[src/rtl/ctxsw_pkg.sv]
package ctxsw_pkg;

  typedef enum logic [1:0] {
    CAUSE_MISS  = 2'd0,
    CAUSE_SYNC  = 2'd1,
    CAUSE_OTHER = 2'd2
  } cause_e;

  // Dispatch address: each cause owns one entry of (1 << shift) bytes.
  function automatic logic [31:0] vector_addr(input logic [31:0] base,
                                              input cause_e cause,
                                              input int shift);
    return base + ({30'd0, cause} << shift);
  endfunction

  // Round-robin search over the other contexts, starting after cur.
  function automatic int next_ctx(input int cur, input logic [31:0] ready,
                                  input int n);
    int pick;
    pick = cur;
    for (int step = n - 1; step >= 1; step--) begin
      if (ready[(cur + step) % n]) pick = (cur + step) % n;
    end
    return pick;
  endfunction

endpackage

[src/rtl/trap_arbiter.sv]
module trap_arbiter
  import ctxsw_pkg::*;
(
  input  logic   req_miss,
  input  logic   req_sync,
  input  logic   req_other,
  output logic   any_req,
  output logic   do_switch,
  output cause_e cause
);

  logic [2:0] grant;

  always_comb begin
    grant = 3'b000;
    if (req_sync)       grant[1] = 1'b1;
    else if (req_miss)  grant[0] = 1'b1;
    else if (req_other) grant[2] = 1'b1;
  end

  always_comb begin
    cause = CAUSE_MISS;
    if (grant[1])      cause = CAUSE_SYNC;
    else if (grant[2]) cause = CAUSE_OTHER;
  end

  assign any_req   = |grant;
  assign do_switch = grant[0] | grant[1];

  always_comb begin
    a_grant_onehot_r5: assert ($onehot0(grant));
  end

endmodule

[src/rtl/ctx_save_bank.sv]
module ctx_save_bank #(
  parameter int NCTX = 4,
  parameter int XLEN = 32,
  localparam int CW = $clog2(NCTX)
) (
  input  logic            clk,
  input  logic            rst_n,
  input  logic            wr_en,
  input  logic [CW-1:0]   wr_ctx,
  input  logic [XLEN-1:0] wr_pc,
  input  logic [XLEN-1:0] wr_npc,
  input  logic [CW-1:0]   rd_ctx,
  output logic [XLEN-1:0] rd_pc,
  output logic [XLEN-1:0] rd_npc
);

  logic [XLEN-1:0] pc_q  [NCTX];
  logic [XLEN-1:0] npc_q [NCTX];

  for (genvar g = 0; g < NCTX; g++) begin : g_slot
    always_ff @(posedge clk) begin
      if (!rst_n) begin
        pc_q[g]  <= '0;
        npc_q[g] <= '0;
      end else if (wr_en && (wr_ctx == CW'(g))) begin
        pc_q[g]  <= wr_pc;
        npc_q[g] <= wr_npc;
      end
    end
  end

  assign rd_pc  = pc_q[rd_ctx];
  assign rd_npc = npc_q[rd_ctx];

  p_save_capture_r8: assert property (@(posedge clk) disable iff (!rst_n)
    wr_en |=> (pc_q[$past(wr_ctx)] == $past(wr_pc)) &&
              (npc_q[$past(wr_ctx)] == $past(wr_npc)));

endmodule

[src/rtl/switch_sequencer.sv]
module switch_sequencer
  import ctxsw_pkg::*;
#(
  parameter int NCTX    = 4,
  parameter int SEQ_LEN = 14,
  localparam int CW   = $clog2(NCTX),
  localparam int CNTW = $clog2(SEQ_LEN + 1)
) (
  input  logic            clk,
  input  logic            rst_n,
  input  logic            any_req,
  input  logic            do_switch,
  input  cause_e          req_cause,
  input  logic [NCTX-1:0] ctx_ready,
  output logic            accept,
  output logic            seq_first,
  output logic            seq_last,
  output logic            seq_busy,
  output cause_e          cause_q,
  output logic [CW-1:0]   active_q
);

  logic [CNTW-1:0] cnt_q;
  logic [CW-1:0]   target_q;
  logic [CW-1:0]   rr_pick;

  assign seq_busy  = (cnt_q != '0);
  assign seq_first = (cnt_q == CNTW'(1));
  assign seq_last  = (cnt_q == CNTW'(SEQ_LEN));
  assign accept    = !seq_busy && any_req;
  assign rr_pick   = CW'(next_ctx(int'(active_q), 32'(ctx_ready), NCTX));

  always_ff @(posedge clk) begin
    if (!rst_n) begin
      cnt_q    <= '0;
      cause_q  <= CAUSE_MISS;
      target_q <= '0;
      active_q <= '0;
    end else if (accept) begin
      cnt_q    <= CNTW'(1);
      cause_q  <= req_cause;
      target_q <= do_switch ? rr_pick : active_q;
    end else if (seq_busy) begin
      cnt_q <= seq_last ? '0 : cnt_q + CNTW'(1);
      if (cnt_q == CNTW'(SEQ_LEN - 1)) active_q <= target_q;
    end
  end

  p_cause_hold_r9: assert property (@(posedge clk) disable iff (!rst_n)
    (seq_busy && !seq_last) |=> $stable(cause_q) && $stable(target_q));

  p_other_keeps_r7: assert property (@(posedge clk) disable iff (!rst_n)
    (accept && !do_switch) |=> (target_q == active_q));

  p_pick_ready_r6: assert property (@(posedge clk) disable iff (!rst_n)
    (accept && do_switch && (rr_pick != active_q)) |-> ctx_ready[rr_pick]);

endmodule

[src/rtl/ctx_switch_ctrl.sv]
module ctx_switch_ctrl
  import ctxsw_pkg::*;
#(
  parameter int NCTX        = 4,
  parameter int XLEN        = 32,
  parameter int SEQ_LEN     = 14,
  parameter int ENTRY_INSNS = 16,
  localparam int CW         = $clog2(NCTX),
  localparam int VEC_SHIFT  = $clog2(ENTRY_INSNS * 4)
) (
  input  logic            clk,
  input  logic            rst_n,
  input  logic            trap_miss,
  input  logic            trap_sync,
  input  logic            trap_other,
  input  logic [XLEN-1:0] cur_pc,
  input  logic [XLEN-1:0] cur_npc,
  input  logic [NCTX-1:0] ctx_ready,
  input  logic [31:0]     vec_base,
  input  logic [CW-1:0]   rd_ctx,
  output logic [CW-1:0]   active_ctx,
  output logic            flush,
  output logic            busy,
  output logic            redirect_valid,
  output logic [31:0]     redirect_addr,
  output logic [XLEN-1:0] rd_pc,
  output logic [XLEN-1:0] rd_npc
);

  logic   any_req, do_switch, accept, seq_first, seq_last;
  cause_e req_cause, cause_q;

  trap_arbiter u_arb (
    .req_miss  (trap_miss),
    .req_sync  (trap_sync),
    .req_other (trap_other),
    .any_req   (any_req),
    .do_switch (do_switch),
    .cause     (req_cause)
  );

  switch_sequencer #(.NCTX(NCTX), .SEQ_LEN(SEQ_LEN)) u_seq (
    .clk       (clk),
    .rst_n     (rst_n),
    .any_req   (any_req),
    .do_switch (do_switch),
    .req_cause (req_cause),
    .ctx_ready (ctx_ready),
    .accept    (accept),
    .seq_first (seq_first),
    .seq_last  (seq_last),
    .seq_busy  (busy),
    .cause_q   (cause_q),
    .active_q  (active_ctx)
  );

  ctx_save_bank #(.NCTX(NCTX), .XLEN(XLEN)) u_save (
    .clk    (clk),
    .rst_n  (rst_n),
    .wr_en  (accept),
    .wr_ctx (active_ctx),
    .wr_pc  (cur_pc),
    .wr_npc (cur_npc),
    .rd_ctx (rd_ctx),
    .rd_pc  (rd_pc),
    .rd_npc (rd_npc)
  );

  assign flush          = seq_first;
  assign redirect_valid = seq_last;
  assign redirect_addr  = seq_last ? vector_addr(vec_base, cause_q, VEC_SHIFT) : '0;

  p_flush_after_accept_r2: assert property (@(posedge clk) disable iff (!rst_n)
    accept |=> flush && busy);

  p_flush_single_r2: assert property (@(posedge clk) disable iff (!rst_n)
    flush |=> !flush);

  p_redirect_ends_r3: assert property (@(posedge clk) disable iff (!rst_n)
    redirect_valid |=> !busy && !redirect_valid);

  p_ctx_moves_at_redirect_r6: assert property (@(posedge clk) disable iff (!rst_n)
    (active_ctx != $past(active_ctx)) |-> redirect_valid);

  p_vector_in_table_r4: assert property (@(posedge clk) disable iff (!rst_n)
    redirect_valid |-> (((redirect_addr - vec_base) >> VEC_SHIFT) <= 32'd2));

endmodule

[config.mk]
export PLATFORM = sky130hd
export DESIGN_NAME = ctx_switch_ctrl
export DESIGN_NICKNAME = d
export VERILOG_FILES = /design/src/rtl/ctxsw_pkg.sv /design/src/rtl/trap_arbiter.sv /design/src/rtl/ctx_save_bank.sv /design/src/rtl/switch_sequencer.sv /design/src/rtl/ctx_switch_ctrl.sv
export SDC_FILE = /design/constraint.sdc
export NUM_CORES = 1
export LEC_CHECK = 0
export BUFFER_PORTS_ARGS = -buffer_cell sky130_fd_sc_hd__buf_2
export CORE_MARGIN = 3
export CORE_UTILIZATION = 59
export CTS_BUF_LIST = sky130_fd_sc_hd__clkbuf_4 sky130_fd_sc_hd__clkbuf_8
export DETAILED_ROUTE_END_ITERATION = 10
export PLACE_DENSITY = 0.83
export SLEW_MARGIN = 20
export SYNTH_ARGS = -nofsm -noshare
export SYNTH_HDL_FRONTEND = slang
export SYNTH_SLANG_ARGS = --single-unit
[constraint.sdc]
create_clock -name clk -period 3.3 [get_ports clk]
set_input_delay 0.165 -clock clk [delete_from_list [all_inputs] [get_ports clk]]
set_output_delay 0.165 -clock clk [all_outputs]
set_load 0.01 [all_outputs]
==> metrics.md, run 1 <==
| Metric | Value |
|---|---|
| Most used flip-flop cell after synthesis | `edfxtp_1` |
| Avg Synthesized Cell Area | `14.9 µm²` |
| Vias in the first global route | `8210` |
| Die Ht | `151 µm` |
| RePlAce Congestion | `0.867` |
| Total Die Area | `0.0229 mm²` |
| First-pass GRT wire length | `42.9 mm` |
| EDFF count, synth | `256` |
| Net Sw Power | `1.86 mW` |
| Via count | `7901` |
| Register area | `0.00789 mm²` |
| Final Util | `74.0%` |
| Pwr/cell area | `513 mW/mm²` |
| Sequential power share | `53.5%` |
| Slew @ Worst Pin | `0.936 ns` |
| Grt total ovfl | `0` |
| Worst Hold Depth | `4` |
| CP Max Fanout | `12` |
| TritonCTS Buffers | `42` |
| Cell Area, Synth | `0.0124 mm²` |
| Setup_tns | `0 ns` |
| Antenna Nets Post-Route | `0` |
| Clk buf depth | `3` |
| VDD IR-drop max | `301 µV` |
| Worst setup margin | `0.392 ns` |
| Critical Path RT | `3.13 ns` |
| Largest net degree at the start of global routing | `65` |
| Drt initial violations | `493` |
| Internal power | `5.93 mW` |
| I/O Buffers | `207` |
| Pre-CTS WS | `0.882 ns` |
| CP Capture Type | `output port` |
| Footprint of the multi-input gates | `0.00427 mm²` |
| Initial antenna violation count | `2` |
| IO Count | `208` |
| Core area | `0.0205 mm²` |
| H-tree Lvls | `2` |
| Yosys warnings | `0` |
| Slew Viols, Final | `0` |
| Synth Net Count | `947` |
| Final Skew | `0.0202 ns` |
| CTS tree | `done` |
| RSZ-0062 raised after global routing | `no` |
| Clk pwr share | `32.8%` |
| Via density | `5.59` |
| Max Freq | `344 MHz` |
| Nets | `1229` |
| Final setup violation count | `0` |
| Drt total wl | `27.7 mm` |
| Worst-case reg-to-reg path depth | `5` |
| Share of layout cells above drive strength 1 | `31.8%` |
| Die width | `151 µm` |
| Fin. Hold Viols | `0` |
| Distinct cell type count after synthesis | `51` |
| Leakage | `6.07 nW` |
| Post-layout min period | `2.91 ns` |
| TritonCTS Sinks | `266` |
| Seq cells post-synth | `266` |
| Comb pwr share | `13.6%` |
| Sw frac | `23.8%` |
| Post-DP HPWL | `17.2 mm` |
| DRC viols | `0` |
| Tot GR Track Use | `24.5%` |
| Post-synthesis sequential area ratio | `63.4%` |
| Fillers | `1311` |
| Starting density of the core | `60.7%` |
| CP Class | `reg2out` |
| Hold slack | `0.0458 ns` |
| Wire length per cell | `19.6 µm` |
| Worst hold path type | `in2reg` |
| # rows | `52` |
| Post-synthesis cell count | `833` |
| Clk Latency, worst-skew pair | `0.52 ns` |
| Max-slew headroom | `37.6%` |
| Post-CTS Resized | `0` |
| First-pass DRT Iterations | `5` |
| Final worst-path cycle share | `88.1%` |
| Critical Path AT | `2.74 ns` |
| Outcome | `finished, final reports clean` |
| Clock transition at the registers of the reported paths | `0.07 ns` |
| Worst Setup Start Kind | `register` |
| Area Overhead vs Synth | `21.9%` |
| Max cap viols | `0` |
| Root buffer cell | `clkbuf_8` |
| Synth async-reset ratio | `0%` |
layout by cell type (no fill, tap or decap), types with 3 or more instances in the layout:
| cell type | netlist | layout |
|---|---|---|
| and2_1 | 268 | 268 |
| edfxtp_1 | 256 | 256 |
| buf_2 | 28 | 205 |
| dlygate4sd3_1 | 0 | 66 |
| mux4_2 | 64 | 64 |
| clkbuf_8 | 0 | 43 |
| nand2_1 | 34 | 30 |
| a21oi_1 | 16 | 16 |
| nor2_1 | 15 | 15 |
| clkbuf_4 | 0 | 15 |
| buf_4 | 0 | 15 |
| clkinv_1 | 1 | 10 |
| dfxtp_1 | 10 | 10 |
| nand3_1 | 9 | 9 |
| mux2i_1 | 9 | 9 |
| inv_1 | 8 | 8 |
| o21ai_0 | 8 | 8 |
| or3_1 | 6 | 6 |
| ha_1 | 6 | 6 |
| or4_1 | 5 | 5 |
| xnor2_1 | 5 | 5 |
| nand4_1 | 4 | 4 |
| nor3_1 | 4 | 4 |
| nand2b_1 | 4 | 4 |
| xor2_1 | 4 | 4 |
| nand2_4 | 0 | 4 |
| and3_2 | 0 | 4 |
| buf_12 | 0 | 4 |
| nor4_1 | 3 | 3 |
| o31ai_1 | 3 | 3 |
synthesized netlist by cell type, drive strengths merged, types with 5 or more instances:
cell type	count	area [µm²]
o21ai	8	40.0
a21oi	16	80.1
and3	6	37.5
mux4	64	1440
buf	38	238
ha	6	75.1
or4	5	37.5
dfxtp	10	200
clkbuf	14	52.6
nand2	34	128
nand3	9	45.0
inv	8	30.0
xnor2	5	43.8
mux2i	9	90.1
or3	6	37.5
and2	268	1680
edfxtp	256	7690
nor2	15	56.3
state kept, by name (all words and copies together) (netlist names):
name            cells
u_save.npc_q      128
u_save.pc_q       128
u_seq.active_q      2
u_seq.cause_q       2
u_seq.cnt_q         4
u_seq.target_q      2
power groups by stage:
stage                     logic, mW  clock network [mW]  registers (mW)
after global routing           1.15                2.76            4.19
after floorplan               0.622                   0            4.20
after detailed placement       1.01                   0            4.23
after global placement        0.983                   0            4.21
after CTS                      1.07                2.60            4.17
final                          1.06                2.56            4.17
critical path, stage by stage, from the launching register on:
cell and delay (ns):
dfxtp_1 0.33, ha_1 0.19, fa_1 0.22, and4_1 0.27
nand4_1 0.33, or4_1 0.60, a21oi_1 0.15, buf_2 0.14
layout make-up:
cell class                 instances  share of cell area [%]
timing repair buffer             290                    12.4
tap                              270                    2.23
sequential                       266                    52.0
antenna                            2                  0.0330
clock inverter                    12                   0.338
inverter                           9                   0.223
clock buffer                      58                    4.64
multi-input combinational        506                    28.2
cells by family after synthesis:
kind of cell | count (synthesis) | share of synthesized area (%)
flip-flops | 266 | 63.4
AO/OA/AOI/OAI | 43 | 2.23
multiplexers | 75 | 12.5
buffers and inverters | 61 | 2.60
adder cells (fa/ha/maj) | 7 | 0.764
XOR/XNOR | 9 | 0.633
AND/OR/NAND/NOR | 372 | 17.9
final timing paths:
check / startpoint / to / slack [ns]
worst min-delay path: ctx_ready[0] / u_seq.target_q[1] / 0.05
worst max-delay path: u_seq.cause_q[0] / redirect_addr[26] / 0.39
worst min register to register: u_seq.target_q[0] / u_seq.target_q[0] / 0.48
worst max register to register: u_seq.cnt_q[0] / u_save.npc_q[0][0] / 0.89
through the flow:
| stage | instance area [µm²] | cells | total power, mW |
|---|---|---|---|
| 2_1_floorplan | 12400 | 833 | 4.83 |
| 4_1_cts | 15200 | 1411 | 7.83 |
| 6_report | 15200 | 1413 | 7.79 |
| 5_1_grt | 15200 | 1413 | 8.10 |
| 3_5_place_dp | 13800 | 1275 | 5.24 |
| 3_3_place_gp | 13800 | 1275 | 5.19 |
routing by layer:
metal  GRT usage, %  up-vias  part of all wire [%]
met1           30.8     3878                    39
met3           5.86       41                   7.9
met2           42.7      337                    52
li1               -     3645                     -
met5              0        -                     0
met4           7.12        0                   1.8
what timing repair did:
| item | 4_1_cts | 5_1_grt |
|---|---|---|
| hold buffers | 66 | 0 |
| setup buffers | 0 | 0 |
| hold endpoints to repair | 257 | 0 |
Power figures use the tool's default switching activity.
==> run 2, diff against run 1 <==
Settings changed: PLACE_DENSITY 0.83 to 0.81.
==> run 2 against run 1 <==
Compared with the run above: worst setup slack worse by 0.051 ns; sequential power about the same; cell area up 0.48%; clock skew down 0.0016 ns; global-route usage down 0.30 points; sequential share of layout area down 0.25 points; power up 1.7%; fmax down 1.7%; combinational power about the same; wire length down 2.1%; clock power up 5%; critical endpoint unchanged; largest cell class unchanged; highest routed layer unchanged.
==> metrics.md, run 2 (synthesized netlist as in run 1, its figures left out) <==
| Metric | Value |
|---|---|
| CP Cell Sequence | `ha_1 > fa_1 > and4_1 > nand4_1 > or4_1 > a21oi_1 > buf_2 (unchanged)` |
| Clk Latency, worst-skew pair | `0.53 ns (was 0.52 ns)` |
| CP Max Fanout | `12 (unchanged)` |
| Slew Viols, Final | `0 (unchanged)` |
| VDD IR-drop max | `308 µV (was 301 µV)` |
| Final setup violation count | `0 (unchanged)` |
| Nets | `1227 (was 1229)` |
| TritonCTS Sinks | `266 (unchanged)` |
| Fillers | `1247 (was 1311)` |
| Setup_tns | `0 ns (unchanged)` |
| CP Capture Type | `output port (unchanged)` |
| Wire length per cell | `19.2 µm (was 19.6 µm)` |
| Leakage | `6.09 nW (was 6.07 nW)` |
| Max cap viols | `0 (unchanged)` |
| Pwr/cell area | `519 mW/mm² (was 513 mW/mm²)` |
| Internal power | `6.06 mW (was 5.93 mW)` |
| # rows | `52 (unchanged)` |
| Clk pwr share | `34.1% (was 32.8%)` |
| Die Ht | `151 µm (unchanged)` |
| Worst Hold Depth | `3 (was 4)` |
| First-pass DRT Iterations | `4 (was 5)` |
| HP Start | `rst_n (was ctx_ready[0])` |
| Worst-case reg-to-reg path depth | `5 (unchanged)` |
| Most frequent cells in the layout | `268 x and2_1, 256 x edfxtp_1, 205 x buf_2 (unchanged)` |
| Post-CTS Resized | `0 (unchanged)` |
| Tot GR Track Use | `24.2% (was 24.5%)` |
| Total power | `7.92 mW (was 7.79 mW)` |
| Critical R2R Capture | `u_save.npc_q[0][13] (was u_save.npc_q[0][0])` |
| H-tree Lvls | `2 (unchanged)` |
| Root buffer cell | `clkbuf_8 (unchanged)` |
| Clock transition at the registers of the reported paths | `0.06 ns (was 0.07 ns)` |
| CP Class | `reg2out (unchanged)` |
| Max-slew headroom | `36.0% (was 37.6%)` |
| Fin. Hold Viols | `0 (unchanged)` |
| Net Sw Power | `1.85 mW (was 1.86 mW)` |
| I/O Buffers | `207 (unchanged)` |
| Clk buf depth | `3 (unchanged)` |
| Sw frac | `23.4% (was 23.8%)` |
| Via count | `7875 (was 7901)` |
| Total Die Area | `0.0229 mm² (unchanged)` |
| DRC viols | `0 (unchanged)` |
| First-pass GRT wire length | `42.6 mm (was 42.9 mm)` |
| Initial antenna violation count | `1 (was 2)` |
| Core area | `0.0205 mm² (unchanged)` |
| Sequential power share | `52.6% (was 53.5%)` |
| Max Freq | `338 MHz (was 344 MHz)` |
| Post-layout min period | `2.96 ns (was 2.91 ns)` |
| Post-DP HPWL | `16.6 mm (was 17.2 mm)` |
| Starting density of the core | `60.7% (unchanged)` |
| Top Registers | `u_save.npc_q (128), u_save.pc_q (128), u_seq.cnt_q (4) (unchanged)` |
| Comb pwr share | `13.3% (was 13.6%)` |
| Slew @ Worst Pin | `0.960 ns (was 0.936 ns)` |
| Critical Path RT | `3.13 ns (about the same)` |
| Postcts setup bufs | `0 (unchanged)` |
| Drt initial violations | `464 (was 493)` |
| Grt total ovfl | `0 (unchanged)` |
| RePlAce Congestion | `0.856 (was 0.867)` |
| Most common cell after layout, fill and taps aside | `and2_1 (unchanged)` |
| Largest net degree at the start of global routing | `65 (unchanged)` |
| RR Startpoint | `u_seq.cnt_q[0] (unchanged)` |
| IO Count | `208 (unchanged)` |
| Outcome | `finished, final reports clean (unchanged)` |
| RSZ-0062 raised after global routing | `no (unchanged)` |
| Final worst-path cycle share | `89.7% (was 88.1%)` |
| Antenna Nets Post-Route | `0 (unchanged)` |
| Via density | `5.58 (was 5.59)` |
| WHS Endpoint | `u_seq.target_q[0] (was u_seq.target_q[1])` |
| CTS tree | `done (unchanged)` |
| Die width | `151 µm (unchanged)` |
| Drt total wl | `27.2 mm (was 27.7 mm)` |
| Worst R2R Setup Slack | `0.96 ns (was 0.89 ns)` |
| Critical Path AT | `2.79 ns (was 2.74 ns)` |
| Final Skew | `0.0186 ns (was 0.0202 ns)` |
| TritonCTS Buffers | `44 (was 42)` |
| Worst Setup Start Kind | `register (unchanged)` |
| CP max stage cell | `or4_1 (unchanged)` |
| Vias in the first global route | `8329 (was 8210)` |
| Worst hold path type | `in2reg (unchanged)` |
| CP max stage delay | `0.60 ns (about the same)` |
| Area Overhead vs Synth | `22.5% (was 21.9%)` |
| Share of layout cells above drive strength 1 | `31.6% (was 31.8%)` |
[run 2: cell count changes in the layout (fill, tap and decap cells not counted), sizes merged]
| cell | delta |
|---|---|
| buf | -4 |
| clkbuf | +2 |
| bufinv | +1 |
| diode | -1 |
[run 2: metrics by stage]
| stage | area, µm² | util [%] | setup WS [ns] | hold slack, ns | std cells |
|---|---|---|---|---|---|
| global route | 15200 | 74.4 | 0.148 | 0.0758 | 1411 |
| global placement | 13800 | 67.2 | 0.968 | 0.453 | 1271 |
| detailed placement | 13800 | 67.2 | 0.902 | 0.456 | 1271 |
| floorplan | 12400 | - | 0.404 | 0.312 | 833 |
| finish | 15200 | 74.4 | 0.340 | 0.0703 | 1411 |
| CTS | 15200 | 74.4 | 0.316 | 0.0469 | 1410 |
[run 2: power by group through the flow]
stage	registers [mW]	clock network [mW]	logic [mW]
final	4.16	2.70	1.06
after global routing	4.19	2.89	1.15
after CTS	4.16	2.74	1.07
after detailed placement	4.23	0	1.00
after global placement	4.21	0	0.988
after floorplan	4.20	0	0.622
[run 2: per-layer routing]
layer,wire [µm],track usage (%),up-vias
met5,0,0,-
met4,510,7.03,0
met3,2110,6.31,39
met2,13700,41.5,302
met1,10800,30.7,3890
li1,-,-,3644
[run 2: cell type report]
| type | count | area (µm²) | area share, % |
|---|---|---|---|
| Inverter | 9 | 33.8 | 0.222 |
| Antenna cell | 1 | 2.50 | 0.0164 |
| Sequential cell | 266 | 7890 | 51.7 |
| Clock buffer | 60 | 732 | 4.80 |
| Clock inverter | 13 | 78.8 | 0.517 |
| Multi-Input combinational cell | 506 | 4270 | 28.0 |
| Tap cell | 270 | 338 | 2.22 |
| Timing Repair Buffer | 286 | 1900 | 12.5 |
[run 2: what timing repair did]
action,in CTS,in global routing
hold endpoints to repair,258,0
setup endpoints to repair,0,0
hold buffers,66,0
[run 2: worst max path at each step]
stage                         endpoint              from  slack [ns]
detailed placement   redirect_addr[26]  u_seq.cause_q[0]        0.90
global route         redirect_addr[28]  u_seq.cause_q[0]        0.15
global placement     redirect_addr[26]  u_seq.cause_q[0]        0.97
CTS                  redirect_addr[26]  u_seq.cause_q[0]        0.32
finish               redirect_addr[26]  u_seq.cause_q[0]        0.34
floorplan           u_save.npc_q[2][0]    u_seq.cnt_q[0]        0.40
[run 2: worst max-delay path, delay by kind of cell (launching register included)]
family	cells	cell delay, ns
compound gates	1	0.15
fa+ha+maj	2	0.42
simple gates	3	1.21
flops	1	0.33
buf+inv	1	0.15
==> run 3, diff against run 2 <==
Settings changed: CORE_UTILIZATION 59 to 45, PLACE_DENSITY 0.81 to 0.64.
==> run 3 against run 2 <==
Compared with the run above: via count is 2.2% lower; sequential share of layout area is 0.53 points lower; largest power group unchanged; critical path type unchanged; clock skew is 0.0059 ns lower; cell area is 1.0% higher; critical endpoint unchanged; sequential power hardly changed; combinational power hardly changed; sequential cell count stayed put; core utilization is 18 points lower; critical path depth stayed put.
==> metrics.md, run 3 (synthesized netlist as in run 1, its figures left out) <==
| Metric | Value |
|---|---|
| Critical Path AT | `2.73 ns (was 2.79 ns)` |
| Register area | `0.00789 mm² (unchanged)` |
| CP Max Fanout | `12 (unchanged)` |
| TritonCTS Buffers | `43 (was 44)` |
| Clk pwr share | `33.9% (was 34.1%)` |
| Wire length per cell | `18.6 µm (was 19.2 µm)` |
| Clock transition at the registers of the reported paths | `0.06 ns (about the same)` |
| I/O Buffers | `207 (unchanged)` |
| Die Ht | `172 µm (was 151 µm)` |
| Most Used Layer, Global Route | `met2 (unchanged)` |
| Met3 GRT Util | `4.12% (was 6.31%)` |
| Pre-CTS WS | `0.968 ns (was 0.902 ns)` |
| Final Skew | `0.0127 ns (was 0.0186 ns)` |
| Internal power | `6.00 mW (was 6.06 mW)` |
| CTS tree | `done (unchanged)` |
| Slew @ Worst Pin | `0.980 ns (was 0.960 ns)` |
| Worst setup margin | `0.402 ns (was 0.340 ns)` |
| Worst-case reg-to-reg path depth | `5 (unchanged)` |
| Vias in the first global route | `8254 (was 8329)` |
| Drt total wl | `28.3 mm (was 27.2 mm)` |
| Post-layout min period | `2.90 ns (was 2.96 ns)` |
| Footprint of the multi-input gates | `0.00427 mm² (unchanged)` |
| GR Util met2 | `33.7% (was 41.5%)` |
| Most frequent cells in the layout | `268 x and2_1, 256 x edfxtp_1, 205 x buf_2 (unchanged)` |
| First-pass DRT Iterations | `5 (was 4)` |
| Core area | `0.0271 mm² (was 0.0205 mm²)` |
| Pwr/cell area | `513 mW/mm² (was 519 mW/mm²)` |
| Largest net degree at the start of global routing | `65 (unchanged)` |
| H-tree Lvls | `2 (unchanged)` |
| Net Sw Power | `1.91 mW (was 1.85 mW)` |
| DRC viols | `0 (unchanged)` |
| Fin. Hold Viols | `0 (unchanged)` |
| Max cap viols | `0 (unchanged)` |
| Tot GR Track Use | `19.3% (was 24.2%)` |
| Worst hold path type | `in2reg (unchanged)` |
| Clk Latency, worst-skew pair | `0.53 ns (about the same)` |
| Total Die Area | `0.0297 mm² (was 0.0229 mm²)` |
| Final worst-path cycle share | `87.8% (was 89.7%)` |
| CP Class | `reg2out (unchanged)` |
| Root buffer cell | `clkbuf_8 (unchanged)` |
| Outcome | `finished, final reports clean (unchanged)` |
| CP Capture Type | `output port (unchanged)` |
| RSZ-0062 raised after global routing | `no (unchanged)` |
| Initial antenna violation count | `2 (was 1)` |
| Top Registers | `u_save.npc_q (128), u_save.pc_q (128), u_seq.cnt_q (4) (unchanged)` |
| Clk buf depth | `3 (unchanged)` |
| Critical R2R Capture | `u_save.npc_q[2][24] (was u_save.npc_q[0][13])` |
| Worst Hold Depth | `4 (was 3)` |
| Nets | `1230 (was 1227)` |
| Starting density of the core | `45.9% (was 60.7%)` |
| Max-slew headroom | `34.7% (was 36.0%)` |
| WHS Endpoint | `u_seq.target_q[1] (was u_seq.target_q[0])` |
| Most common cell after layout, fill and taps aside | `and2_1 (unchanged)` |
| GRT met1 Usage | `24.6% (was 30.7%)` |
| Die width | `172 µm (was 151 µm)` |
| Leakage | `6.10 nW (was 6.09 nW)` |
| First-pass GRT wire length | `44.4 mm (was 42.6 mm)` |
| Via density | `5.06 (was 5.58)` |
| Worst R2R Setup Slack | `0.99 ns (was 0.96 ns)` |
| Sw frac | `24.1% (was 23.4%)` |
| Comb pwr share | `13.5% (was 13.3%)` |
| Share of layout cells above drive strength 1 | `31.8% (was 31.6%)` |
| Area Overhead vs Synth | `23.7% (was 22.5%)` |
| Total power | `7.91 mW (was 7.92 mW)` |
| Fillers | `2204 (was 1247)` |
| Critical Path RT | `3.13 ns (about the same)` |
| TritonCTS Sinks | `266 (unchanged)` |
| VDD IR-drop max | `202 µV (was 308 µV)` |
| Max Freq | `345 MHz (was 338 MHz)` |
| Slew Viols, Final | `0 (unchanged)` |
| Drt initial violations | `357 (was 464)` |
| # rows | `60 (was 52)` |
| HP Start | `ctx_ready[0] (was rst_n)` |
| Final setup violation count | `0 (unchanged)` |
| Sequential power share | `52.7% (was 52.6%)` |
| Worst Setup Start Kind | `register (unchanged)` |
| Grt total ovfl | `0 (unchanged)` |
| Via count | `7700 (was 7875)` |
| RR Startpoint | `u_seq.cnt_q[0] (unchanged)` |
| IO Count | `208 (unchanged)` |
| Setup_tns | `0 ns (unchanged)` |
| Antenna Nets Post-Route | `0 (unchanged)` |
| Postcts setup bufs | `0 (unchanged)` |
| RePlAce Congestion | `0.870 (was 0.856)` |
| Post-DP HPWL | `17.1 mm (was 16.6 mm)` |
==> run 3: cell types whose count changed in the layout (fill, tap and decap cells not counted), sizes merged <==
cell | previous run | this run
clkbuf | 60 | 55
diode | 1 | 2
clkinv | 12 | 19
clkinvlp | 1 | 3
buf | 220 | 224
==> run 3: worst max-delay path: stages, from the launching register on <==
cell,delay [ns]
dfxtp_1,0.33
ha_1,0.18
fa_1,0.23
and4_1,0.27
nand4_1,0.32
or4_1,0.59
a21oi_1,0.14
buf_2,0.14
==> run 3: area by class of cell <==
cell class / instances / area share [%]
Tap cell: 372 / 3.02
Timing Repair Buffer: 290 / 12.5
Clock inverter: 22 / 0.812
Sequential cell: 266 / 51.2
Antenna cell: 2 / 0.0325
Multi-Input combinational cell: 506 / 27.7
Clock buffer: 55 / 4.43
Inverter: 9 / 0.219
==> run 3: how the worst max path moves through the flow <==
stage	from	endpoint	slack (ns)
floorplan	u_seq.cnt_q[0]	u_save.npc_q[2][0]	0.40
global placement	u_seq.cause_q[0]	redirect_addr[26]	0.97
detailed placement	u_seq.cause_q[0]	redirect_addr[26]	0.97
CTS	u_seq.cause_q[0]	redirect_addr[26]	0.35
global route	u_seq.cause_q[0]	redirect_addr[26]	0.14
finish	u_seq.cause_q[0]	redirect_addr[26]	0.40
==> run 3: layer usage <==
metal	part of all wire (%)	routed length, µm	vias to the layer above
met5	0	0	-
met1	43	12000	3764
met3	5.5	1560	41
met4	2.1	585	0
met2	50	14100	241
li1	-	-	3654
==> run 3: metrics by stage <==
stage,instance area [µm²],hold WS [ns],std cells,util (%)
floorplan,12400,0.312,833,-
detailed placement,13900,0.437,1377,51.4
global placement,13900,0.444,1377,51.4
CTS,15400,0.0167,1520,56.8
global route,15400,0.0404,1522,56.8
finish,15400,0.0566,1522,56.8
==> run 3: power groups by stage <==
stage	registers, mW	logic [mW]	clock network, mW
floorplan	4.20	0.622	0
global placement	4.22	1.01	0
detailed placement	4.24	1.02	0
CTS	4.17	1.09	2.74
global route	4.20	1.17	2.90
finish	4.16	1.06	2.68
==> run 3: repair_timing <==
action,CTS,global route
hold buffers,66,0
setup endpoints to repair,0,0
hold endpoints to repair,258,0
gates resized for setup,0,0
